$ cat src/rtl/bcsd_pkg.sv
package bcsd_pkg;
  localparam int ST_W  = 3;
  localparam int PH_W  = 3;
  localparam int N_CMD = (1 << ST_W) - 1;

  typedef logic [ST_W-1:0] st_t;

  localparam st_t ST_IDLE = '1;
  localparam st_t ST_INTA = 3'd0;
  localparam st_t ST_IORD = 3'd1;
  localparam st_t ST_IOWR = 3'd2;
  localparam st_t ST_HALT = 3'd3;
  localparam st_t ST_CODE = 3'd4;
  localparam st_t ST_MRD  = 3'd5;
  localparam st_t ST_MWR  = 3'd6;

  typedef enum logic [PH_W-1:0] {
    PH_T1 = 3'd0,
    PH_T2 = 3'd1,
    PH_T3 = 3'd2,
    PH_TW = 3'd3,
    PH_T4 = 3'd4,
    PH_TI = 3'd5
  } phase_e;
endpackage

$ cat src/rtl/bcsd_status_sampler.sv
module bcsd_status_sampler #(
  parameter int ST_W = bcsd_pkg::ST_W,
  parameter int PH_W = bcsd_pkg::PH_W
) (
  input  logic            clk,
  input  logic            rst,
  input  logic [ST_W-1:0] st_in,
  input  logic [PH_W-1:0] phase,
  input  logic            rdy,
  input  logic            grant_act,
  output logic [ST_W-1:0] st_eff,
  output logic            leave_idle,
  output logic            back_idle
);
  localparam logic [ST_W-1:0] IDLE = '1;
  localparam logic [PH_W-1:0] P_T1 = PH_W'(bcsd_pkg::PH_T1);
  localparam logic [PH_W-1:0] P_T3 = PH_W'(bcsd_pkg::PH_T3);
  localparam logic [PH_W-1:0] P_TW = PH_W'(bcsd_pkg::PH_TW);
  localparam logic [PH_W-1:0] P_T4 = PH_W'(bcsd_pkg::PH_T4);

  logic [ST_W-1:0] prev_q;
  logic            open_slot;
  logic            close_slot;

  // a floating bus during grant reads as idle
  assign st_eff = grant_act ? IDLE : st_in;

  always_ff @(posedge clk) begin
    if (rst) prev_q <= IDLE;
    else     prev_q <= st_eff;
  end

  assign open_slot  = (phase == P_T4) || (phase == P_T1);
  assign close_slot = (phase == P_T3) || ((phase == P_TW) && rdy);

  assign leave_idle = (prev_q == IDLE) && (st_eff != IDLE) && open_slot;
  assign back_idle  = (st_eff == IDLE) && close_slot;
endmodule

$ cat src/rtl/bcsd_cycle_tracker.sv
module bcsd_cycle_tracker #(
  parameter int ST_W = bcsd_pkg::ST_W
) (
  input  logic            clk,
  input  logic            rst,
  input  logic            grant_act,
  input  logic [ST_W-1:0] st_eff,
  input  logic            leave_idle,
  input  logic            back_idle,
  output logic            busy_q,
  output logic [ST_W-1:0] code_q,
  output logic            ale_q
);
  localparam logic [ST_W-1:0] IDLE = '1;

  typedef enum logic { TRK_IDLE, TRK_BUSY } trk_e;

  trk_e state_q, state_d;
  logic [ST_W-1:0] code_d;
  logic            start_p;

  assign start_p = (state_q == TRK_IDLE) && leave_idle && !grant_act;

  always_comb begin
    state_d = state_q;
    code_d  = code_q;
    if (grant_act) begin
      state_d = TRK_IDLE;
      code_d  = IDLE;
    end else if (start_p) begin
      state_d = TRK_BUSY;
      code_d  = st_eff;
    end else if ((state_q == TRK_BUSY) && back_idle) begin
      state_d = TRK_IDLE;
      code_d  = IDLE;
    end
  end

  always_ff @(posedge clk) begin
    if (rst) begin
      state_q <= TRK_IDLE;
      code_q  <= IDLE;
      ale_q   <= 1'b0;
    end else begin
      state_q <= state_d;
      code_q  <= code_d;
      ale_q   <= start_p;
    end
  end

  assign busy_q = (state_q == TRK_BUSY);
endmodule

$ cat src/rtl/bcsd_cmd_decoder.sv
module bcsd_cmd_decoder #(
  parameter int ST_W  = bcsd_pkg::ST_W,
  parameter int N_CMD = bcsd_pkg::N_CMD
) (
  input  logic             busy,
  input  logic [ST_W-1:0]  code,
  output logic [N_CMD-1:0] strobe_vec
);
  // one strobe per non-idle code, indexed by the code value
  for (genvar i = 0; i < N_CMD; i++) begin : g_stb
    assign strobe_vec[i] = busy && (code == ST_W'(i));
  end
endmodule

$ cat src/rtl/bus_cycle_decoder.sv
module bus_cycle_decoder (
  input  logic       clk,
  input  logic       rst,
  input  logic [2:0] st_in,
  input  logic [2:0] phase,
  input  logic       rdy,
  input  logic       grant_act,
  output logic       ale,
  output logic       int_ack,
  output logic       rd_io,
  output logic       wr_io,
  output logic       halt_ind,
  output logic       fetch,
  output logic       rd_mem,
  output logic       wr_mem,
  output logic [2:0] cyc_code
);
  import bcsd_pkg::*;

  logic [ST_W-1:0]  st_eff;
  logic             leave_idle;
  logic             back_idle;
  logic             busy_q;
  logic [ST_W-1:0]  code_q;
  logic [N_CMD-1:0] strobe_vec;

  bcsd_status_sampler #(.ST_W(ST_W), .PH_W(PH_W)) u_smp (
    .clk        (clk),
    .rst        (rst),
    .st_in      (st_in),
    .phase      (phase),
    .rdy        (rdy),
    .grant_act  (grant_act),
    .st_eff     (st_eff),
    .leave_idle (leave_idle),
    .back_idle  (back_idle)
  );

  bcsd_cycle_tracker #(.ST_W(ST_W)) u_trk (
    .clk        (clk),
    .rst        (rst),
    .grant_act  (grant_act),
    .st_eff     (st_eff),
    .leave_idle (leave_idle),
    .back_idle  (back_idle),
    .busy_q     (busy_q),
    .code_q     (code_q),
    .ale_q      (ale)
  );

  bcsd_cmd_decoder #(.ST_W(ST_W), .N_CMD(N_CMD)) u_dec (
    .busy       (busy_q),
    .code       (code_q),
    .strobe_vec (strobe_vec)
  );

  assign int_ack  = strobe_vec[ST_INTA];
  assign rd_io    = strobe_vec[ST_IORD];
  assign wr_io    = strobe_vec[ST_IOWR];
  assign halt_ind = strobe_vec[ST_HALT];
  assign fetch    = strobe_vec[ST_CODE];
  assign rd_mem   = strobe_vec[ST_MRD];
  assign wr_mem   = strobe_vec[ST_MWR];
  assign cyc_code = code_q;
endmodule

$ cat config.mk
export PLATFORM = sky130hd
export DESIGN_NAME = bus_cycle_decoder
export DESIGN_NICKNAME = d
export VERILOG_FILES = /design/src/rtl/bcsd_pkg.sv /design/src/rtl/bcsd_status_sampler.sv /design/src/rtl/bcsd_cycle_tracker.sv /design/src/rtl/bcsd_cmd_decoder.sv /design/src/rtl/bus_cycle_decoder.sv
export SDC_FILE = /design/constraint.sdc
export NUM_CORES = 1
export LEC_CHECK = 0
export BUFFER_PORTS_ARGS = -buffer_cell sky130_fd_sc_hd__buf_4
export CORE_AREA = 2 2 39 41
export DETAILED_ROUTE_END_ITERATION = 7
export DIE_AREA = 0 0 41 43
export PLACE_DENSITY_LB_ADDON = 0.08
export SYNTH_ARGS = -nofsm -noshare
export SYNTH_HDL_FRONTEND = slang
export SYNTH_SLANG_ARGS = --single-unit
export TNS_END_PERCENT = 30
$ cat constraint.sdc
create_clock -name clk -period 1.5 [get_ports clk]
set_input_delay 0.15 -clock clk [delete_from_list [all_inputs] [get_ports clk]]
set_output_delay 0.15 -clock clk [all_outputs]
set_load 0.05 [all_outputs]
==> impl_metrics.json, run 1 <==
{
  "status": "completed",
  "worst_r2r_endpoint": "u_trk.code_q[1]",
  "skew_ns": 0.007930,
  "gp_congestion": 0.7478,
  "clk_pin_slew_ns": 0.06,
  "synth_top_area_cell": "dfxtp_1",
  "dpl.hpwl_um": 735.3,
  "ant_nets": 0,
  "antenna_found_initial": 0,
  "worstReg2RegStart": "u_trk.busy_q",
  "post_cts_buffers": 0,
  "criticalPathCategory": "flip-flop to output port",
  "grt_usage": 0.1380,
  "start_kind": "flip-flop",
  "cts_tree": "yes",
  "yosysUniqueCellTypes": 19,
  "critical_path_arrival_ns": 1.28,
  "fp-row-count": 14,
  "fin_nets": 78,
  "p_leak_nw": 0.2276,
  "synth-xor-area-share": 0,
  "wl_per_cell_um": 11.44,
  "drc": 0,
  "start_util": 0.2640,
  "rsz0062_at_grt": "yes",
  "dp_slack_ns": 0.2110,
  "drive_above_1_share": 0.4242,
  "hold_viol_final": 0,
  "hp-class": "input port to flip-flop",
  "hold_buffers": 0,
  "io_buffers": 20,
  "antennaDiodeCount": 0,
  "fmax_ghz": 0.6998,
  "hold_path_end": "u_smp.prev_q[1]",
  "drt-pass1-iter-count": 4,
  "grt_max_degree": 8,
  "hold_depth": 2,
  "netlist_area_um2": 365.4,
  "grt_pass1_wl_mm": 1.545,
  "clk_path_buf_depth": 2,
  "insertion_delay_ns": 0.26,
  "netlist_instances": 44,
  "slew_viol_final": 0,
  "synth-simple-area-share": 0.4247,
  "htreeDepth": 1,
  "fp.dieW_um": 41,
  "fin_crit_sh": 0.9527,
  "tightest_slew_ns": 0.2646,
  "root_buffer": "clkbuf_4",
  "cts_resized": 0,
  "period_needed_ns": 1.429,
  "slew_headroom": 0.8220,
  "synth_top_family_by_area": "simple AND/OR/NAND/NOR gates",
  "multi_input_area_um2": 207.7,
  "synth_nets": 54,
  "regArea_um2": 160.2,
  "ys_seq_area_frac": 0.4384,
  "die_area_mm2": 0.001763,
  "fin_util": 0.4105,
  "drtIter0Drc": 9,
  "numCtsBuffers": 3,
  "coreArea_mm2": 0.001384,
  "syn_area_per_cell_um2": 8.303,
  "die_h_um": 43,
  "synthAdderAreaFrac": 0,
  "powerDensity_mw_per_mm2": 768.1,
  "min_from": "rst",
  "reg2reg_depth": 3,
  "worstSetupEndpointType": "output port",
  "synth_mux_area_frac": 0,
  "synth_warnings": 0,
  "vdd_ir_drop_max_mv": 0.3165,
  "clkSinkCount": 8,
  "timing.final.ws_setup_ns": 0.07096,
  "routed_wl_um": 938,
  "r2r_slack_ns": 0.18,
  "synth_seq_cells": 8,
  "fillers": 140,
  "dr_total_vias": 403,
  "ios": 21,
  "cp.required_ns": 1.35,
  "cp_max_fo": 5,
  "netlist_top_cells_area": "dfxtp_1 (44%), nor2_1 (9.2%), nor3_1 (5.5%), a31oi_1 (5.1%), nand2b_1 (5.1%)",
  "grt_pass1_vias": 354,
  "max_cap_violations": 0,
  "syn2layout_area_growth_pct": 55.48,
  "viasPerCell": 4.915,
  "grt-ovfl-total": 0,
  "setup_viol": 0,
  "synth_top_area_frac": 0.4384,
  "synth_compound_area_frac": 0.1164
}
## cell families (layout without fill, tap and decap cells)
| family | Yosys count | count (layout) |
|---|---|---|
| flops | 8 | 8 |
| buf+inv | 2 | 24 |
| compound gates | 6 | 6 |
| simple gates | 28 | 28 |
## cells in the final DEF, fill, tap and decap left out
cell type,netlist,final
buf_4,0,19
nor2_1,9,9
dfxtp_1,8,8
nand2b_1,3,3
or3_1,3,3
a31oi_1,3,3
clkbuf_4,0,3
nor3_2,0,2
nand2_1,2,2
nor3_1,4,2
or2b_1,1,1
nand4b_1,1,1
or3_4,1,1
a311o_1,1,1
and4b_1,1,1
nand4_1,1,1
or2_2,1,1
nor4_1,1,1
inv_1,1,1
a31o_2,1,1
a21oi_1,1,1
buf_6,0,1
## per-layer routing
metal	up-vias	track usage	part of all wire
met3	2	0.07853	0.041
met1	188	0.1656	0.44
li1	207	-	-
met5	-	0	0
met4	0	0.08000	0.0085
met2	6	0.1844	0.51
## Yosys cell counts, drive strengths merged
| cell | count |
|---|---|
| a21oi | 1 |
| and4b | 1 |
| or2 | 1 |
| or2b | 1 |
| dfxtp | 8 |
| nand4b | 1 |
| nand2b | 3 |
| nor3 | 4 |
| clkbuf | 1 |
| nor4 | 1 |
| nand4 | 1 |
| a31oi | 3 |
| a311o | 1 |
| nor2 | 9 |
| inv | 1 |
| nand2 | 2 |
| a31o | 1 |
| or3 | 4 |
## how the worst max path moves through the flow
stage                          from  slack [ns]  cells after the start               to
floorplan           u_trk.code_q[1]       -0.17                      2            wr_io
global placement       u_trk.busy_q        0.22                      3  u_trk.code_q[0]
detailed placement     u_trk.busy_q        0.21                      3  u_trk.code_q[2]
CTS                    u_trk.busy_q        0.04                      3         halt_ind
global route           u_trk.busy_q      -0.007                      3         halt_ind
finish                 u_trk.busy_q        0.07                      3         halt_ind
## critical path, stage by stage (launching register included)
cell and delay [ns]:
dfxtp_1 0.38, or2b_1 0.30, nor2_1 0.16, buf_6 0.18
## sequential cells by signal (all words and copies together), names as in the netlist
name / flops
u_trk.code_q: 3
u_trk.busy_q: 1
u_smp.prev_q: 3
u_trk.ale_q: 1
## area by class of cell
class | count | share of cell area
Inverter | 1 | 0.006608
Sequential cell | 8 | 0.2819
Multi-Input combinational cell | 34 | 0.3656
Timing Repair Buffer | 20 | 0.2709
Clock buffer | 3 | 0.03965
Tap cell | 16 | 0.03524
## per-stage QoR
stage	cells	cell area, um2	TNS (ns)	power, mW	hold slack [ns]
after floorplan	44	375.4	-1.008	0.2482	0.2488
after global routing	82	568.0	-0.006961	0.4661	0.08339
after detailed placement	79	541.8	0	0.2759	0.3657
final	82	568.0	0	0.4363	0.09987
after global placement	79	541.8	0	0.2767	0.3612
after CTS	82	564.3	0	0.4422	0.09910
## power by group
group / internal (mW) / switching (mW)
combinational: 0.0264 / 0.0248
clock: 0.0915 / 0.0728
sequential: 0.218 / 0.00304
total: 0.336 / 0.101
(Power assumes the default switching activity.)
==> run 2: changes to the inputs <==
--- a/config.mk
+++ b/config.mk
@@ -5,6 +5,7 @@
 export SDC_FILE = /design/constraint.sdc
 export NUM_CORES = 1
 export LEC_CHECK = 0
+export ABC_AREA = 1
 export BUFFER_PORTS_ARGS = -buffer_cell sky130_fd_sc_hd__buf_4
 export CORE_AREA = 2 2 39 41
 export DETAILED_ROUTE_END_ITERATION = 7
==> run 2 against run 1 <==
Effect of this change: highest routed layer unchanged; largest power group unchanged; critical path depth grew 1; routed wire length grew 0.53%; synthesized area grew 25%.
==> impl_metrics.json, run 2 <==
{
  "max_cap_violations": 0,
  "fmax_ghz": 0.7183,
  "start_kind": "flip-flop",
  "synth_warnings": 0,
  "largest_registers": "u_smp.prev_q (3), u_trk.code_q (3)",
  "cts_tree": "yes",
  "coreArea_mm2": 0.001384,
  "finalPower_uw": 460.9,
  "fin_crit_sh": 0.9281,
  "yosysUniqueCellTypes": 14,
  "clk_path_buf_depth": 2,
  "status": "completed",
  "slew_viol_final": 0,
  "start_util": 0.3309,
  "ys_seq_area_frac": 0.3497,
  "syn_area_per_cell_um2": 6.938,
  "grt-ovfl-total": 0,
  "drtIter0Drc": 1,
  "hold_buffers": 0,
  "wl_per_cell_um": 8.896,
  "fp-row-count": 14,
  "clk_pin_slew_ns": 0.06,
  "syn2layout_area_growth_pct": 45.36,
  "ant_nets": 0,
  "layout_commonest_cell": "buf_4",
  "ios": 21,
  "async_flop_share": 0,
  "grt_pass1_vias": 434,
  "die_h_um": 43,
  "hp-class": "input port to flip-flop",
  "drt-pass1-iter-count": 2,
  "netlist_instances": 66,
  "gp_congestion": 0.6784,
  "ys.flop_type": "dfxtp_1",
  "numCtsBuffers": 3,
  "period_needed_ns": 1.392,
  "synth_seq_cells": 8,
  "critical_path_arrival_ns": 1.24,
  "fin_area_um2": 665.6,
  "p_leak_nw": 0.3519,
  "io_buffers": 20,
  "placed_cell_area_um2": 628.1,
  "vdd_ir_drop_max_mv": 0.2960,
  "hold_viol_final": 0,
  "fillers": 149,
  "rsz0062_at_grt": "no",
  "grt_max_degree": 8,
  "netlist_area_um2": 457.9,
  "root_buffer": "clkbuf_4",
  "synth_top_area_frac": 0.3497,
  "drive_above_1_share": 0.4111,
  "tightest_slew_ns": 0.4143,
  "skew_ns": 0.007697,
  "clkSinkCount": 8,
  "cp.required_ns": 1.35,
  "die_area_mm2": 0.001763,
  "antenna_found_initial": 0,
  "setup_viol": 0,
  "r2r_slack_ns": 0.35,
  "synth.most_common_cell": "nand2_1",
  "synth_edf_count": 0,
  "worstSetupEndpointType": "output port",
  "netlist_top_cells_area": "dfxtp_1 (35%), nand2_1 (12%), nand3_1 (9.8%), nand2_4 (9.8%), nor2_1 (9.0%)",
  "synth_top_area_cell": "dfxtp_1",
  "setup_tns_ns": 0,
  "dr_total_vias": 467,
  "antennaDiodeCount": 0,
  "drc": 0,
  "viasPerCell": 4.406,
  "slew_headroom": 0.7228,
  "criticalPathCategory": "flip-flop to output port",
  "routed_wl_um": 943,
  "cp_max_fo": 4,
  "grt_pass1_wl_mm": 1.559,
  "grt_usage": 0.1351,
  "insertion_delay_ns": 0.26,
  "final_cell_mix": "buf_4 (20), nand2_1 (15), nor2_1 (11)",
  "dpl.hpwl_um": 777.2,
  "fin_nets": 102,
  "htreeDepth": 1,
  "fp.dieW_um": 41,
  "synth_nets": 76,
  "powerDensity_mw_per_mm2": 692.4,
  "synthTopCellsByCount": "nand2_1 (15), nor2_1 (11), nand3_1 (9), dfxtp_1 (8), inv_1 (8)"
}
run 2: changes by cell type in the layout (fill, tap and decap cells not counted), moves of 3 or more:
cell	previous run	this run
inv_1	1	8
nand2_4	0	4
or3_1	3	0
a31oi_1	3	0
nand2b_1	3	0
nand2_1	2	15
nand3_1	0	9
run 2: per-layer routing:
| metal | GRT usage | vias to the layer above | routed length [um] |
|---|---|---|---|
| met3 | 0.04712 | 3 | 65 |
| met5 | 0 | - | 0 |
| met1 | 0.1368 | 198 | 400 |
| met4 | 0.1000 | 0 | 23 |
| met2 | 0.2125 | 15 | 453 |
| li1 | - | 251 | - |
run 2: per-stage QoR:
stage	hold slack [ns]	utilization	std cells	worst slack (ns)
floorplan	0.2224	-	66	-0.1812
global placement	0.3240	0.4539	102	0.3219
detailed placement	0.3244	0.4539	102	0.2820
CTS	0.05387	0.4729	105	0.002318
global route	0.04489	0.4810	106	0.04958
finish	0.06011	0.4810	106	0.1078
run 2: kinds of logic (layout without fill, tap and decap cells):
family | Yosys count | in the layout | synth area share
AND/OR/NAND/NOR | 46 | 46 | 0.5464
buffers and inverters | 10 | 34 | 0.08198
flip-flops | 8 | 8 | 0.3497
AO/OA/AOI/OAI | 2 | 2 | 0.02186
run 2: power by group:
group | switching, mW | total (mW) | internal [mW]
Clock | 0.0743 | 0.166 | 0.0916
Sequential | 0.00216 | 0.220 | 0.218
Combinational | 0.0426 | 0.0748 | 0.0322
Total | 0.119 | 0.461 | 0.342
run 2: final timing paths:
check,from,to,depth (start not counted)
worst max-delay path,u_trk.busy_q,halt_ind,4
worst min-delay path,rst,u_trk.ale_q,2
worst max register to register,u_trk.busy_q,u_trk.code_q[0],7
worst min register to register,u_trk.busy_q,u_trk.busy_q,2
run 2: what timing repair did:
action | 4_1_cts | 5_1_grt
setup buffers | 0 | 1
pin swaps | 0 | 1
gates resized for setup | 1 | 2
endpoints found under the hold margin | 0 | 0
endpoints found under the setup margin | 1 | 4
run 2: area by class of cell:
cell class              count  area [um2]  area share
multi-input cells          48       262.8      0.3947
inverters                  10       37.54     0.05639
flip-flops and latches      8       161.4      0.2425
clock buffers               3       22.52     0.03383
well taps                  16       20.02     0.03008
repair buffers             21       161.4      0.2425
run 2: critical path: stages, from the launching register on:
cell	delay, ns
dfxtp_2	0.32
inv_1	0.04
or2_4	0.24
nor3_2	0.20
buf_6	0.18
